`config.mk`:
```
export PLATFORM = sky130hd
export DESIGN_NAME = wdt_top
export DESIGN_NICKNAME = d
export VERILOG_FILES = /design/src/rtl/wdt_pkg.sv /design/src/rtl/wdt_prescaler.sv /design/src/rtl/wdt_counter.sv /design/src/rtl/wdt_ctrl.sv /design/src/rtl/wdt_top.sv
export SDC_FILE = /design/constraint.sdc
export NUM_CORES = 1
export LEC_CHECK = 0
export BUFFER_PORTS_ARGS = -buffer_cell sky130_fd_sc_hd__buf_2
export CAP_MARGIN = 15
export CORE_ASPECT_RATIO = 1.25
export CORE_MARGIN = 8
export CORE_UTILIZATION = 45
export DETAILED_ROUTE_END_ITERATION = 7
export PLACE_DENSITY = 0.72
export SLEW_MARGIN = 40
export SYNTH_ARGS = -nofsm -noshare
export SYNTH_HDL_FRONTEND = slang
export SYNTH_SLANG_ARGS = --single-unit
```
`constraint.sdc`:
```
create_clock -name clk_i -period 5.2 [get_ports clk_i]
set_clock_uncertainty 0.1 [all_clocks]
set_input_delay 0.78 -clock clk_i [delete_from_list [all_inputs] [get_ports clk_i]]
set_output_delay 0.78 -clock clk_i [all_outputs]
set_load 0.005 [all_outputs]
```
`src/rtl/wdt_pkg.sv`:
```
package wdt_pkg;
  localparam int DATA_W = 8;
  localparam int CKS_W  = 3;
  localparam int NUM_CKS = 1 << CKS_W;
  localparam int RST_LEN = 8;
  localparam logic [7:0] KEY_CTRL = 8'hA5;
  localparam logic [7:0] KEY_CNT  = 8'h5A;
  localparam logic       ADDR_CTRL = 1'b0;
  localparam logic       ADDR_CNT  = 1'b1;

  typedef struct packed {
    logic             ovf;
    logic             wd_mode;
    logic             tme;
    logic [1:0]       rsv;
    logic [CKS_W-1:0] cks;
  } ctrl_t;

  // log2 of the prescaler division for each clock select code
  function automatic int div_log2(input int sel);
    case (sel)
      0: return 1;
      1: return 5;
      2: return 6;
      3: return 7;
      4: return 8;
      5: return 9;
      6: return 11;
      default: return 12;
    endcase
  endfunction
endpackage

```
`src/rtl/wdt_prescaler.sv`:
```
module wdt_prescaler
  import wdt_pkg::*;
(
  input  logic             clk_i,
  input  logic             rst_ni,
  input  logic [CKS_W-1:0] sel_i,
  output logic             tick_o
);
  localparam int PRE_W = div_log2(NUM_CKS - 1);

  logic [PRE_W-1:0]   pre_q;
  logic [NUM_CKS-1:0] taps;

  always_ff @(posedge clk_i or negedge rst_ni) begin
    if (!rst_ni) pre_q <= '0;
    else         pre_q <= pre_q + 1'b1;
  end

  for (genvar g = 0; g < NUM_CKS; g++) begin : g_tap
    localparam int SH = div_log2(g);
    assign taps[g] = &pre_q[SH-1:0];
  end

  assign tick_o = taps[sel_i];

  assert_div2_hi_R6: assert property (@(posedge clk_i) disable iff (!rst_ni)
    taps[0] |=> !taps[0]);
  assert_div2_lo_R6: assert property (@(posedge clk_i) disable iff (!rst_ni)
    !taps[0] |=> taps[0]);
endmodule

```
`src/rtl/wdt_counter.sv`:
```
module wdt_counter
  import wdt_pkg::*;
(
  input  logic              clk_i,
  input  logic              rst_ni,
  input  logic              tick_i,
  input  logic              tme_i,
  input  logic              wr_i,
  input  logic [DATA_W-1:0] wdata_i,
  output logic [DATA_W-1:0] cnt_o,
  output logic              ovf_evt_o
);
  logic [DATA_W-1:0] cnt_q;

  always_ff @(posedge clk_i or negedge rst_ni) begin
    if (!rst_ni)     cnt_q <= '0;
    else if (!tme_i) cnt_q <= '0;
    else if (wr_i)   cnt_q <= wdata_i;
    else if (tick_i) cnt_q <= cnt_q + 1'b1;
  end

  assign ovf_evt_o = tme_i && tick_i && !wr_i && (cnt_q == '1);
  assign cnt_o     = cnt_q;

  assert_cnt_off_R5: assert property (@(posedge clk_i) disable iff (!rst_ni)
    !tme_i |=> cnt_q == '0);
  assert_cnt_wrap_R7: assert property (@(posedge clk_i) disable iff (!rst_ni)
    (tme_i && tick_i && !wr_i && cnt_q == '1) |=> cnt_q == '0);
  assert_cnt_wr_R7: assert property (@(posedge clk_i) disable iff (!rst_ni)
    (tme_i && wr_i) |=> cnt_q == $past(wdata_i));
endmodule

```
`src/rtl/wdt_ctrl.sv`:
```
module wdt_ctrl
  import wdt_pkg::*;
(
  input  logic             clk_i,
  input  logic             rst_ni,
  input  logic             standby_i,
  input  logic             wr_i,
  input  logic             wr_ovf_i,
  input  logic             wr_mode_i,
  input  logic             wr_tme_i,
  input  logic [CKS_W-1:0] wr_cks_i,
  input  logic             rd_i,
  input  logic             ovf_evt_i,
  output ctrl_t            ctrl_o,
  output logic             rst_req_o,
  output logic             irq_o
);
  localparam int PW = $clog2(RST_LEN + 1);

  logic             ovf_q, wd_mode_q, tme_q, armed_q;
  logic [CKS_W-1:0] cks_q;
  logic [PW-1:0]    pulse_q;
  logic             clr_ok, ovf_d;

  // clear accepted only after a read that observed the flag set
  assign clr_ok = wr_i && !wr_ovf_i && armed_q && ovf_q;

  always_comb begin
    ovf_d = ovf_q;
    if (ovf_evt_i)   ovf_d = 1'b1;
    else if (clr_ok) ovf_d = 1'b0;
  end

  always_ff @(posedge clk_i or negedge rst_ni) begin
    if (!rst_ni) begin
      ovf_q     <= 1'b0;
      wd_mode_q <= 1'b0;
      tme_q     <= 1'b0;
      armed_q   <= 1'b0;
      cks_q     <= '0;
    end else if (standby_i) begin
      ovf_q     <= 1'b0;
      wd_mode_q <= 1'b0;
      tme_q     <= 1'b0;
      armed_q   <= 1'b0;
    end else begin
      ovf_q   <= ovf_d;
      armed_q <= ovf_d && (armed_q || (rd_i && ovf_q));
      if (wr_i) begin
        wd_mode_q <= wr_mode_i;
        tme_q     <= wr_tme_i;
        cks_q     <= wr_cks_i;
      end
    end
  end

  always_ff @(posedge clk_i or negedge rst_ni) begin
    if (!rst_ni)                      pulse_q <= '0;
    else if (ovf_evt_i && wd_mode_q)  pulse_q <= PW'(RST_LEN);
    else if (pulse_q != '0)           pulse_q <= pulse_q - 1'b1;
  end

  assign rst_req_o = (pulse_q != '0);
  assign irq_o     = ovf_q && !wd_mode_q;

  always_comb begin
    ctrl_o.ovf     = ovf_q;
    ctrl_o.wd_mode = wd_mode_q;
    ctrl_o.tme     = tme_q;
    ctrl_o.rsv     = 2'b11;
    ctrl_o.cks     = cks_q;
  end

  assert_ovf_rise_R7: assert property (@(posedge clk_i) disable iff (!rst_ni)
    $rose(ovf_q) |-> $past(ovf_evt_i));
  assert_ovf_fall_R8: assert property (@(posedge clk_i) disable iff (!rst_ni)
    $fell(ovf_q) |-> ($past(standby_i) || $past(armed_q)));
  assert_ovf_wins_R12: assert property (@(posedge clk_i) disable iff (!rst_ni)
    (ovf_evt_i && !standby_i) |=> ovf_q);
  assert_standby_R11: assert property (@(posedge clk_i) disable iff (!rst_ni)
    standby_i |=> (!ovf_q && !tme_q && !wd_mode_q && $stable(cks_q)));
  assert_rst_src_R10: assert property (@(posedge clk_i) disable iff (!rst_ni)
    $rose(rst_req_o) |-> $past(ovf_evt_i && wd_mode_q));
  assert_irq_mode_R10: assert property (@(posedge clk_i) disable iff (!rst_ni)
    wd_mode_q |-> !irq_o);
endmodule

```
`src/rtl/wdt_top.sv`:
```
module wdt_top
  import wdt_pkg::*;
(
  input  logic        clk_i,
  input  logic        rst_ni,
  input  logic        standby_i,
  input  logic        addr_i,
  input  logic [15:0] wdata_i,
  input  logic        we_i,
  input  logic        re_i,
  output logic [7:0]  rdata_o,
  output logic        rst_req_o,
  output logic        irq_o
);
  ctrl_t             ctrl_s;
  logic              tick_s, ovf_evt_s;
  logic              wr_ctrl_s, wr_cnt_s, rd_ctrl_s;
  logic [DATA_W-1:0] cnt_s;

  assign wr_ctrl_s = we_i && (addr_i == ADDR_CTRL) && (wdata_i[15:8] == KEY_CTRL);
  assign wr_cnt_s  = we_i && (addr_i == ADDR_CNT)  && (wdata_i[15:8] == KEY_CNT);
  assign rd_ctrl_s = re_i && (addr_i == ADDR_CTRL);

  wdt_prescaler u_pre (
    .clk_i  (clk_i),
    .rst_ni (rst_ni),
    .sel_i  (ctrl_s.cks),
    .tick_o (tick_s)
  );

  wdt_counter u_cnt (
    .clk_i     (clk_i),
    .rst_ni    (rst_ni),
    .tick_i    (tick_s),
    .tme_i     (ctrl_s.tme),
    .wr_i      (wr_cnt_s),
    .wdata_i   (wdata_i[7:0]),
    .cnt_o     (cnt_s),
    .ovf_evt_o (ovf_evt_s)
  );

  wdt_ctrl u_ctrl (
    .clk_i     (clk_i),
    .rst_ni    (rst_ni),
    .standby_i (standby_i),
    .wr_i      (wr_ctrl_s),
    .wr_ovf_i  (wdata_i[7]),
    .wr_mode_i (wdata_i[6]),
    .wr_tme_i  (wdata_i[5]),
    .wr_cks_i  (wdata_i[2:0]),
    .rd_i      (rd_ctrl_s),
    .ovf_evt_i (ovf_evt_s),
    .ctrl_o    (ctrl_s),
    .rst_req_o (rst_req_o),
    .irq_o     (irq_o)
  );

  assign rdata_o = (addr_i == ADDR_CNT) ? cnt_s : ctrl_s;

  assert_key_R3: assert property (@(posedge clk_i) disable iff (!rst_ni)
    (we_i && addr_i == ADDR_CTRL && wdata_i[15:8] != KEY_CTRL && !standby_i)
      |=> $stable({ctrl_s.wd_mode, ctrl_s.tme, ctrl_s.cks}));
endmodule

```
==> results of run 1 <==
area by class of cell:
| type | count | share of cell area (%) |
|---|---|---|
| Multi-Input combinational cell | 133 | 44.7 |
| Sequential cell | 31 | 37.0 |
| Timing Repair Buffer | 31 | 7.40 |
| Clock buffer | 6 | 3.94 |
| Tap cell | 56 | 3.34 |
| Inverter | 11 | 1.97 |
| Clock inverter | 2 | 1.67 |
layout by cell type (no fill, tap or decap), types with 2 or more instances in the layout:
cell	count
a211oi_1	2
a21oi_1	7
a31oi_1	8
buf_2	31
clkbuf_8	6
dfrtp_1	31
ha_1	6
inv_1	10
mux2_2	7
mux2i_1	5
nand2_1	9
nand2b_1	5
nand3_1	8
nand3b_1	2
nand4_1	3
nor2_1	12
nor2b_1	2
nor3_1	3
nor4bb_1	3
o21ai_0	9
o21ai_1	3
o31ai_1	5
or2_2	2
or3_1	3
or4_1	4
xnor2_1	7
xor2_1	2
worst reg2reg max path, delay by kind of cell (launching register included):
kind | cells | cell delay (ns)
adders and majority gates | 2 | 0.39
buffers and inverters | 1 | 0.05
AOI/OAI and AO/OA | 3 | 0.63
DFF | 1 | 0.41
and+or+nand+nor | 4 | 1.07
cells by family after synthesis:
logic type / after synthesis / synth area share (%)
AOI/OAI and AO/OA: 41 / 14.1
xor gates and xnor gates: 9 / 4.34
adders and majority gates: 6 / 4.13
buffers and inverters: 18 / 6.06
DFF: 31 / 42.7
muxes: 12 / 7.10
and+or+nand+nor: 65 / 21.5
state kept, by name, summed over array words and instances, names as in the netlist:
register	cells
u_pre.pre_q	12
u_cnt.cnt_o	8
u_ctrl.pulse_q	4
u_ctrl.cks_q	3
u_ctrl.armed_q	1
u_ctrl.ovf_q	1
u_ctrl.tme_q	1
u_ctrl.wd_mode_q	1
path summary, 6_finish.rpt:
path                                            from                          to  slack, ns
setup / recovery            u_pre.pre_q[0]$_DFF_PN0_  u_cnt.cnt_o[3]$_DFFE_PN0P_       2.46
hold / removal             u_pre.pre_q[11]$_DFF_PN0_   u_pre.pre_q[11]$_DFF_PN0_       0.37
setup reg to reg            u_pre.pre_q[0]$_DFF_PN0_  u_cnt.cnt_o[3]$_DFFE_PN0P_       2.46
hold reg to reg            u_pre.pre_q[11]$_DFF_PN0_   u_pre.pre_q[11]$_DFF_PN0_       0.37
max in group asynchronous                     rst_ni    u_pre.pre_q[0]$_DFF_PN0_       4.13
min in group asynchronous                     rst_ni      u_ctrl.ovf_q$_DFF_PN0_       0.43
layer usage:
metal / track usage [%] / vias up / routed length [um]
met5: 0 / - / 0
met4: 6.39 / 0 / 90
li1: - / 724 / -
met2: 22.3 / 37 / 1890
met1: 15.3 / 694 / 1710
met3: 4.84 / 9 / 230
metrics by stage:
stage                     hold slack (ns)  worst slack [ns]  util, %
after CTS                           0.378              2.48     52.8
after floorplan                     0.345              2.66        -
after global placement              0.364              2.51     49.7
final                               0.370              2.46     52.8
after detailed placement            0.367              2.52     49.8
after global routing                0.406              2.26     52.8
power by group through the flow:
stage | Combinational (W) | Sequential [W] | Clock (W)
after floorplan | 0.0000112 | 0.000246 | 0
after global placement | 0.0000254 | 0.000247 | 0
after detailed placement | 0.0000258 | 0.000247 | 0
after CTS | 0.0000260 | 0.000242 | 0.000256
after global routing | 0.0000286 | 0.000242 | 0.000265
final | 0.0000253 | 0.000242 | 0.000248
==> run summary, run 1 <==
outcome -> complete, no violations
CTS resizes -> 0
height of the die -> 87.0 um
critical path depth in cells -> 10
syn nets -> 210
Synth top area share -> 42.7%
Placer Congestion -> 0.805
Fillers -> 387
leading post-synthesis cells by cell area -> dfrtp_1 43%, mux2_2 4.3%, ha_1 4.1%, xnor2_1 3.4%, buf_6 3.1%
Critical Path Source Type -> flop
CP max-delay cell -> or4_1
initial drt markers -> 60
Nets -> 241
cell area after layout -> 2100 um^2
CP Cell Sequence -> ha_1, nand3_1, or2_2, nor2_1, ha_1, inv_1, o21ai_1, o22ai_2, or4_1, a31oi_1
layout cells sized above 1 -> 25.7%
worst relative slew slack -> 54.5%
Largest delay share family, worst path -> simple AND/OR/NAND/NOR gates
starting density of the core -> 45.7%
overall die area -> 6340 um^2
dpl hpwl -> 2920 um
sw frac -> 21.1%
placed inst area -> 1980 um^2
Final Hold Vio Count -> 0
Root Buffer -> clkbuf_8
dpl cells -> 262
sequential cell area -> 776 um^2
Post-synth EDFFs -> 0
Setup TNS -> 0 ns
ys flop type -> dfrtp_1
combinational fraction of design power -> 4.9%
Slew @ Worst Pin -> 0.683 ns
P&R area growth vs syn -> 15.4%
CP dominant cell by count -> ha_1
most common cell in the netlist -> dfrtp_1
post-layout minimum cycle time -> 2.74 ns
peak supply drop -> 184 uV
first-pass GRT wire length -> 6800 um
internal power -> 0.000407 W
Mapped Area -> 1820 um^2
Via Count -> 1464
pin count of the biggest net entering global routing -> 32
synth unique cells -> 45
Crit. End Element -> flop
antenna fix cells -> 0
hold buffer count at CTS -> 0
IO buf count -> 31
Commonest cells post-synth -> 31 x dfrtp_1, 12 x nor2_1, 10 x inv_1, 9 x nand2_1, 9 x o21ai_0
core area -> 3970 um^2
Slew Viols, Final -> 0
Die W -> 72.8 um
Setup violations, final -> 0
DR WL/cell -> 14.6 um
Cells on Worst Hold Path -> 1
Max Fanout on Critical Path -> 15
PD cells -> 246 nW/um^2
part of the cycle the worst path needs -> 52.6%
RSZ-0062 raised after global routing -> false
CTS Buf Count -> 5
R2R depth -> 10
Via density -> 5.42
FF+latch count, synth -> 31
TritonRoute pass-1 iters -> 4
Lkg Pwr -> 0.959 nW
asr flop ratio synth -> 100%
H-tree depth -> 2
MaxCap Viol Count -> 0
# clock sinks -> 31
Clock Pin Slew Worst Setup and Hold Paths -> 0.07 ns
sequential cell fraction of total power -> 47.0%
area taken by multi-input logic gates -> 936 um^2
FP Rows -> 26
critical path class -> flop to flop
initial antenna violation count -> 0
Cells after Synth -> 182
Critical Path AT -> 2.84 ns
Post-Route WL -> 3930 um
clock network power share -> 48.1%
Hold Path Class -> flop to flop
Fmax achieved -> 365 MHz
WP buf/inv -> 1
DRT antenna net count -> 0
Ports -> 32
sw power -> 0.000109 W
non-filler cells in the finished layout -> 270
Remaining Overflow, GRT -> 0
setup bufs post-CTS -> 0
drt drc -> 0
Yosys warnings -> 0
sequential-to-total area share from yosys stat -> 42.7%
Syn Area/Cell -> 9.98 um^2
clock buffer depth -> 2
Skew-Pair Late Insertion Delay -> 0.28 ns
gr usage total -> 13.6%
Critical Path RT -> 5.31 ns
Pwr Total -> 0.000516 W
post-synth top area cell -> dfrtp_1
CTS tree -> yes
number of global-route vias before repair -> 1497
crit-path max cell delay -> 0.55 ns
No activity file was read; power rests on OpenSTA's default activity.
==> run 2: changes to the inputs <==
clock period = 2.64 ns   (was 5.2 ns; I/O delays follow)
==> run 2 against run 1 <==
- die area is the same
- utilization is 0.16 points higher
- clock-buffer cell count is the same
- flip-flop and latch count unchanged
- non-clock buffer count rose by 3
- combinational power grew 100%
- cell area grew 0.30%
==> run summary, run 2 (same netlist as run 1, synthesis figures left out) <==
critical path class -> flop to flop
starting density of the core -> 45.7% (unchanged)
Slew @ Worst Pin -> 0.685 ns (+0.00158 ns)
Via Count -> 1468 (+0.27%)
first-pass GRT wire length -> 6700 um (-1.5%)
pin count of the biggest net entering global routing -> 32 (unchanged)
# clock sinks -> 31 (unchanged)
initial antenna violation count -> 0 (unchanged)
Remaining Overflow, GRT -> 0 (unchanged)
FP Rows -> 26 (unchanged)
number of global-route vias before repair -> 1481 (-1.1%)
antenna fix cells -> 0 (unchanged)
Via density -> 5.40 (-0.46%)
Fillers -> 386 (-0.26%)
sw frac -> 21.6% (+0.58 points)
post-layout minimum cycle time -> 2.47 ns (-0.271 ns)
Setup TNS -> 0 ns (unchanged)
layout cells sized above 1 -> 26.9% (+1.2 points)
sequential cell fraction of total power -> 53.3% (+6.3 points)
CTS Buf Count -> 5 (unchanged)
Crit. End Element -> flop
sequential cell area -> 776 um^2 (unchanged)
part of the cycle the worst path needs -> 93.4% (+41 points)
Post-Route WL -> 3840 um (-2.4%)
Root Buffer -> clkbuf_8
P&R area growth vs syn -> 15.8%
Final Hold Vio Count -> 0 (unchanged)
core area -> 3970 um^2 (unchanged)
sw power -> 0.000194 W (+78%)
Critical Path AT -> 2.57 ns (-0.27 ns)
MaxCap Viol Count -> 0 (unchanged)
area taken by multi-input logic gates -> 950 um^2 (+1.5%)
DRT antenna net count -> 0 (unchanged)
clock network power share -> 41.0% (-7.1 points)
Max Fanout on Critical Path -> 16 (+1)
overall die area -> 6340 um^2 (unchanged)
commonest non-fill, non-tap cells in the layout -> 31 x buf_2, 31 x dfrtp_1, 12 x nor2_1
peak supply drop -> 326 uV (+77%)
Clock Pin Slew Worst Setup and Hold Paths -> 0.06 ns (about the same)
Pwr Total -> 0.000896 W (+74%)
Skew-Pair Late Insertion Delay -> 0.28 ns (about the same)
Fmax achieved -> 406 MHz (+11%)
Lkg Pwr -> 0.961 nW (+0.19%)
Placer Congestion -> 0.802 (-0.45%)
Die W -> 72.8 um (unchanged)
gr usage total -> 13.4% (-0.18 points)
combinational fraction of design power -> 5.7% (+0.8 points)
H-tree depth -> 2 (unchanged)
TritonRoute pass-1 iters -> 4 (unchanged)
Hold Path Class -> input port to async pin
Critical Path RT -> 2.74 ns (-2.57 ns)
IO buf count -> 31 (unchanged)
outcome -> complete, no violations
CTS tree -> yes
dpl hpwl -> 2890 um (-1.2%)
internal power -> 0.000702 W (+72%)
worst relative slew slack -> 54.4% (-0.11 points)
hold buffer count at CTS -> 0 (unchanged)
Critical Path Source Type -> flop
height of the die -> 87.0 um (unchanged)
setup bufs post-CTS -> 0 (unchanged)
Slew Viols, Final -> 0 (unchanged)
Setup violations, final -> 0 (unchanged)
PD cells -> 426 nW/um^2 (+73%)
clock buffer depth -> 2 (unchanged)
Nets -> 244 (+1.2%)
Ports -> 32 (unchanged)
DR WL/cell -> 14.1 um (-3.1%)
RSZ-0062 raised after global routing -> false
initial drt markers -> 45 (-25%)
Top reg by flops -> u_pre.pre_q
drt drc -> 0 (unchanged)
max reg flops -> 12 (unchanged)
## run 2: final timing paths
path	cells after the start	slack, ns	from	to
setup / recovery	10	0.17	u_pre.pre_q[1]$_DFF_PN0_	u_cnt.cnt_o[6]$_DFFE_PN0P_
hold / removal	1	0.05	rst_ni	u_ctrl.armed_q$_DFF_PN0_
hold reg to reg	1	0.40	u_pre.pre_q[9]$_DFF_PN0_	u_pre.pre_q[9]$_DFF_PN0_
max in group asynchronous	1	1.94	rst_ni	u_pre.pre_q[4]$_DFF_PN0_
min in group clk_i	2	0.24	standby_i	u_ctrl.armed_q$_DFF_PN0_
setup reg to reg	10	0.17	u_pre.pre_q[1]$_DFF_PN0_	u_cnt.cnt_o[6]$_DFFE_PN0P_
## run 2: power by group through the flow
| stage | clock network (W) | logic, W | registers [W] |
|---|---|---|---|
| 2_1_floorplan | 0 | 0.0000221 | 0.000485 |
| 3_3_place_gp | 0 | 0.0000509 | 0.000486 |
| 3_5_place_dp | 0 | 0.0000518 | 0.000486 |
| 4_1_cts | 0.000381 | 0.0000520 | 0.000477 |
| 5_1_grt | 0.000397 | 0.0000574 | 0.000477 |
| 6_report | 0.000368 | 0.0000510 | 0.000477 |
## run 2: timing repair
item                                    CTS  global route
endpoints found under the hold margin     0             0
gates resized for setup                   0             4
endpoints found under the setup margin    0             8
## run 2: layout make-up
cell class | instances | share of cell area [%]
multi-input cells | 133 | 45.2
clock buffers | 6 | 3.93
flip-flops and latches | 31 | 36.9
inverters | 11 | 1.96
well taps | 56 | 3.33
clock inverters | 1 | 0.238
repair buffers | 34 | 8.45
## run 2: per-layer routing
metal | GRT usage [%] | vias up | part of all wire (%)
li1 | - | 730 | -
met2 | 20.9 | 37 | 48
met4 | 6.75 | 0 | 2.2
met3 | 3.80 | 8 | 4.6
met1 | 16.5 | 693 | 45
met5 | 0 | - | 0
## run 2: through the flow
step / worst slack [ns] / utilization, % / std cells / hold WS, ns / area [um^2]
6_report: 0.174 / 53.0 / 272 / 0.0529 / 2100
5_1_grt: 0.0325 / 53.0 / 272 / 0.112 / 2100
4_1_cts: 0.0119 / 52.5 / 272 / 0.0761 / 2080
3_5_place_dp: -0.0159 / 50.3 / 265 / 0.385 / 1990
3_3_place_gp: 0.143 / 50.3 / 265 / 0.375 / 1990
2_1_floorplan: 0.102 / - / 182 / 0.000409 / 1820
## run 2: worst max-delay path: stages (launching register included)
cell,delay [ns]
dfrtp_1,0.39
ha_4,0.16
nand3_1,0.09
or2_4,0.25
nor2_1,0.09
ha_1,0.17
mux2i_1,0.07
o22a_2,0.21
and2_4,0.19
or4_1,0.50
a31oi_1,0.16
